**src/rtl/ptm_pkg.sv**
```systemverilog
package ptm_pkg;

   typedef enum logic [1:0] {
      FF_D  = 2'b00,
      FF_T  = 2'b01,
      FF_JK = 2'b10,
      FF_SR = 2'b11
   } ff_mode_e;

   localparam logic [1:0] LIT_NONE = 2'b00;
   localparam logic [1:0] LIT_TRUE = 2'b01;
   localparam logic [1:0] LIT_COMP = 2'b10;
   localparam logic [1:0] LIT_KILL = 2'b11;

   localparam int MAX_IN = 64;

endpackage

```
**src/rtl/ptm_pterm.sv**
```systemverilog
module ptm_pterm
   import ptm_pkg::*;
#(
   parameter int N_IN = 8
) (
   input  logic [N_IN-1:0]   lits,
   input  logic [2*N_IN-1:0] sel,
   output logic              term
);

   logic [N_IN-1:0] pass;

   for (genvar i = 0; i < N_IN; i++) begin : g_lit
      logic [1:0] code;
      assign code    = sel[2*i +: 2];
      assign pass[i] = (code == LIT_NONE)
                     | ((code == LIT_TRUE) &  lits[i])
                     | ((code == LIT_COMP) & ~lits[i]);
   end

   assign term = &pass;

endmodule

```
**src/rtl/ptm_combine.sv**
```systemverilog
module ptm_combine (
   input  logic term_a,
   input  logic term_b,
   input  logic use_xor,
   input  logic invert,
   input  logic exp_in,
   output logic sum,
   output logic func
);

   logic core;

   always_comb begin
      core = use_xor ? (term_a ^ term_b) : (term_a | term_b);
      sum  = core | exp_in;
      func = sum ^ invert;
   end

endmodule

```
**src/rtl/ptm_flop.sv**
```systemverilog
module ptm_flop
   import ptm_pkg::*;
(
   input  logic     clk,
   input  logic     clr_n,
   input  logic     ena,
   input  ff_mode_e mode,
   input  logic     store_inv,
   input  logic     f_in,
   input  logic     a_in,
   input  logic     b_in,
   output logic     q
);

   logic set_s, rst_s, nxt;

   always_comb begin
      set_s = store_inv ? b_in : a_in;
      rst_s = store_inv ? a_in : b_in;
      nxt   = q;
      unique case (mode)
         FF_D:  nxt = f_in ^ store_inv;
         FF_T:  nxt = q ^ f_in;
         FF_JK: begin
            unique case ({set_s, rst_s})
               2'b10:   nxt = 1'b1;
               2'b01:   nxt = 1'b0;
               2'b11:   nxt = ~q;
               default: nxt = q;
            endcase
         end
         FF_SR: begin
            unique case ({set_s, rst_s})
               2'b10:   nxt = 1'b1;
               2'b01:   nxt = 1'b0;
               default: nxt = q;
            endcase
         end
         default: nxt = q;
      endcase
   end

   always_ff @(posedge clk or negedge clr_n) begin
      if (!clr_n)
         q <= 1'b0;
      else if (ena)
         q <= nxt;
   end

endmodule

```
**src/rtl/ptm_cell.sv**
```systemverilog
module ptm_cell
   import ptm_pkg::*;
#(
   parameter int N_IN = 8
) (
   input  logic              clk,
   input  logic              clr_n,
   input  logic              ena,
   input  logic [N_IN-1:0]   in_bus,
   input  logic [2*N_IN-1:0] sel_a,
   input  logic [2*N_IN-1:0] sel_b,
   input  logic              cfg_xor,
   input  logic              cfg_inv,
   input  logic              cfg_bypass,
   input  logic              cfg_preset,
   input  logic [1:0]        ff_mode,
   input  logic              pexp_in,
   output logic              pexp_out,
   output logic              mc_out
);

   localparam int SEL_W   = 2 * N_IN;
   localparam int N_TERMS = 2;

   if (N_IN < 1 || N_IN > MAX_IN) begin : g_bad_width
      $error("ptm_cell: N_IN out of range");
   end

   logic [N_TERMS-1:0]            term;
   logic [N_TERMS-1:0][SEL_W-1:0] sel_all;
   logic                          f_out;
   logic                          reg_q;
   ff_mode_e                      mode;

   assign sel_all = {sel_b, sel_a};
   assign mode    = ff_mode_e'(ff_mode);

   for (genvar t = 0; t < N_TERMS; t++) begin : g_term
      ptm_pterm #(.N_IN(N_IN)) u_term (
         .lits (in_bus),
         .sel  (sel_all[t]),
         .term (term[t])
      );
   end

   ptm_combine u_comb (
      .term_a  (term[0]),
      .term_b  (term[1]),
      .use_xor (cfg_xor),
      .invert  (cfg_inv),
      .exp_in  (pexp_in),
      .sum     (pexp_out),
      .func    (f_out)
   );

   ptm_flop u_flop (
      .clk       (clk),
      .clr_n     (clr_n),
      .ena       (ena),
      .mode      (mode),
      .store_inv (cfg_preset),
      .f_in      (f_out),
      .a_in      (term[0]),
      .b_in      (term[1]),
      .q         (reg_q)
   );

   assign mc_out = cfg_bypass ? f_out : (reg_q ^ cfg_preset);

endmodule

```
**config.mk**
```make
export PLATFORM = sky130hd
export DESIGN_NAME = ptm_cell
export DESIGN_NICKNAME = d
export VERILOG_FILES = /design/src/rtl/ptm_pkg.sv /design/src/rtl/ptm_pterm.sv /design/src/rtl/ptm_combine.sv /design/src/rtl/ptm_flop.sv /design/src/rtl/ptm_cell.sv
export SDC_FILE = /design/constraint.sdc
export NUM_CORES = 1
export LEC_CHECK = 0
export ABC_CLOCK_PERIOD_IN_PS = 3900
export BUFFER_PORTS_ARGS = -buffer_cell sky130_fd_sc_hd__buf_2
export CORE_AREA = 2 2 39 41
export CTS_CLUSTER_SIZE = 8
export DETAILED_ROUTE_END_ITERATION = 8
export DIE_AREA = 0 0 41 43
export PLACE_DENSITY = 0.82
export SETUP_SLACK_MARGIN = 0.4
export SYNTH_ARGS = -nofsm -noshare
export SYNTH_HDL_FRONTEND = slang
export SYNTH_SLANG_ARGS = --single-unit
```
**constraint.sdc**
```tcl
create_clock -name clk -period 3.9 [get_ports clk]
set_clock_uncertainty 0.15 [all_clocks]
set_input_delay 0.195 -clock clk [delete_from_list [all_inputs] [get_ports clk]]
set_output_delay 0.195 -clock clk [all_outputs]
set_load 0.1 [all_outputs]
```
==> results.cfg <==
[die]
dieArea_sq_um = 1760
io_pins = 52
fp.dieW_microns = 41
rows = 14
start_util_pct = 28.6
die_h_microns = 43
core_sq_um = 1380

[power]
p_comb_share_pct = 82.5
pwr-share-clk_pct = 0
pwr_density_cell_nw_per_um2 = 148
p_leak_nw = 0.384
seq_power_share_pct = 17.5
ir_drop_mv = 0.0962
p_int_w = 0.0000519
switchingPower_w = 0.0000480
swShare_pct = 48.1

[grt]
antenna_found_initial = 0
grt_pass1_vias = 532
grt-ovfl-total = 0
track_usage_pct = 13.9
grt_max_degree = 7
grt_pass1_wl_microns = 1840

[finish]
num_antenna_cells = 0
final_nets = 155
final_cells = 118
area_growth_pct = 71.2
drive_gt1_share_pct = 52.9
reg.largest.list = u_flop.q (1)
final.fill_count = 145
largest_register = u_flop.q
largest_reg_flops = 1
final_util_pct = 48.9

[outcome]
status = completed

[route]
drt_pass1_iterations = 2
num_vias = 563
post-route-drc-count = 0
ant_nets = 0
wl_per_cell_microns = 9.84
drt-vias-per-instance = 4.77
drt_wl_total_microns = 1160
drtIter0Drc = 1

[yosys]
ys_ff_latch = 1
syn-num-nets = 102
postSynthAreaPerCell_sq_um = 7.75
ys_types = 18
ys_warn_count = 0
syn_area_sq_um = 395
yosysSeqAreaShare_pct = 6.33
syn_inst = 51

[setup_path]
critPathKind = in2out
worstPathRequired_ns = 3.56
start_kind = input pin
path_max_fanout = 4
cp-end-kind = output pin
critPathArrivalTime_ns = 2.34

[placed_design]
dpl_worst_slack_ns = 1.20
place_congestion = 0.736
io_buffers = 51
place_inst = 117
hpwl_microns = 1110

[timing]
setup_violations = 0
tightest_slew_ns = 0.487
relSlewSlack_pct = 67.7
tns_ns = 0
fmax_ghz = 0.373
rsz0062_at_grt = false
fin_ws_ns = 1.22
layout_min_cycle_time_ns = 2.68
finalHoldViolCount = 0
slew_viol_final = 0
finalCritPeriodShare_pct = 68.8

[clock_network]
clkLatencyLatePin_ns = 0
post_cts_resize_count = 0
clk_pin_slew_ns = 0

[job]
maxCapViolCount = 0

[worst_hold_path]
hold_class = in2async
## worst paths after layout
check                                startpoint                   end  slack (ns)  depth (start not counted)
setup / recovery                      in_bus[3]                mc_out        1.22                         11
hold / removal                            clr_n  u_flop.q$_DFFE_PN0P_        0.36                          2
setup reg to reg           u_flop.q$_DFFE_PN0P_  u_flop.q$_DFFE_PN0P_        2.75                          4
hold reg to reg            u_flop.q$_DFFE_PN0P_  u_flop.q$_DFFE_PN0P_        0.57                          3
max in group asynchronous                 clr_n  u_flop.q$_DFFE_PN0P_        3.16                          2
min in group clk                     ff_mode[1]  u_flop.q$_DFFE_PN0P_        0.39                          3
## power by group through the flow
stage	combinational (W)	clock (W)	sequential [W]
after floorplan	0.0000494	0	0.0000164
after global placement	0.0000813	0	0.0000170
after detailed placement	0.0000831	0	0.0000176
after CTS	0.0000839	0	0.0000176
after global routing	0.0000911	0	0.0000183
final	0.0000824	0	0.0000175
## routing by layer
metal	vias up	global-route usage (%)	part of all wire [%]
met1	237	15.3	35
met3	0	0	11
met4	0	2.67	0
li1	295	-	-
met2	31	27.2	54
met5	-	0	0
## repair_timing
| item | in CTS | in global routing |
|---|---|---|
| hold buffers | 1 | 0 |
| setup buffers | 0 | 0 |
| endpoints found under the hold margin | 1 | 0 |
| endpoints found under the setup margin | 0 | 0 |
## cells in the mapped netlist (all sizes together)
| cell type | instances | area [sq um] |
|---|---|---|
| inv | 4 | 15.0 |
| nor3 | 2 | 10.0 |
| ha | 1 | 12.5 |
| a211o | 1 | 10.0 |
| dfrtp | 1 | 25.0 |
| a32oi | 1 | 8.76 |
| xor2 | 1 | 16.3 |
| nand4 | 4 | 25.0 |
| o311a | 1 | 10.0 |
| clkbuf | 1 | 3.75 |
| xnor2 | 2 | 17.5 |
| and3 | 2 | 13.8 |
| mux2i | 17 | 170 |
| nor2 | 3 | 11.3 |
| o21ai | 3 | 15.0 |
| a21oi | 4 | 20.0 |
| nand2 | 3 | 11.3 |
## worst max-delay path, stage by stage
cell and delay (ns):
buf_2 0.10, mux2i_1 0.20, nand4_1 0.14, nor2_1 0.22, inv_1 0.07, ha_1 0.29
a211o_2 0.32, xor2_2 0.21, nand2_1 0.07, o21ai_0 0.06, buf_2 0.44
## metrics by stage
| step | cell area (sq um) | hold slack (ns) | total power, W |
|---|---|---|---|
| final | 677 | 0.355 | 0.0000999 |
| after global routing | 677 | 0.377 | 0.000109 |
| after CTS | 677 | 0.361 | 0.000102 |
| after detailed placement | 667 | -0.179 | 0.000101 |
| after global placement | 667 | -0.178 | 0.0000983 |
| after floorplan | 395 | -0.251 | 0.0000658 |
## kinds of logic (layout without fill, tap and decap cells)
| kind of cell | count (synthesis) | in the layout | share of synthesized area, % |
|---|---|---|---|
| muxes | 17 | 17 | 43.0 |
| adders and majority gates | 1 | 1 | 3.16 |
| buffers and inverters | 5 | 56 | 4.74 |
| xor gates and xnor gates | 3 | 3 | 8.55 |
| and+or+nand+nor | 14 | 14 | 18.0 |
| AOI/OAI and AO/OA | 10 | 10 | 16.1 |
| DFF | 1 | 1 | 6.33 |
## final cells by class
class | count | area (sq um) | share of cell area (%)
multi-input combinational | 45 | 352 | 51.9
timing repair buffer | 52 | 265 | 39.2
sequential | 1 | 25.0 | 3.70
tap | 16 | 20.0 | 2.96
inverter | 4 | 15.0 | 2.22
## cells in the final DEF, fill, tap and decap left out
| cell | synthesis | final |
|---|---|---|
| and3_1 | 1 | 1 |
| o311a_1 | 1 | 1 |
| o21ai_0 | 3 | 3 |
| dlygate4sd3_1 | 0 | 1 |
| xor2_2 | 1 | 1 |
| nand4_1 | 4 | 4 |
| mux2i_1 | 17 | 17 |
| inv_1 | 4 | 4 |
| and3_2 | 1 | 1 |
| a211o_2 | 1 | 1 |
| nand2_1 | 3 | 3 |
| ha_1 | 1 | 1 |
| buf_2 | 0 | 51 |
| nor3_1 | 2 | 2 |
| a32oi_1 | 1 | 1 |
| a21oi_1 | 4 | 4 |
| nor2_1 | 3 | 3 |
| dfrtp_1 | 1 | 1 |
| xnor2_1 | 2 | 2 |
No activity file was read; power rests on OpenSTA's default activity.
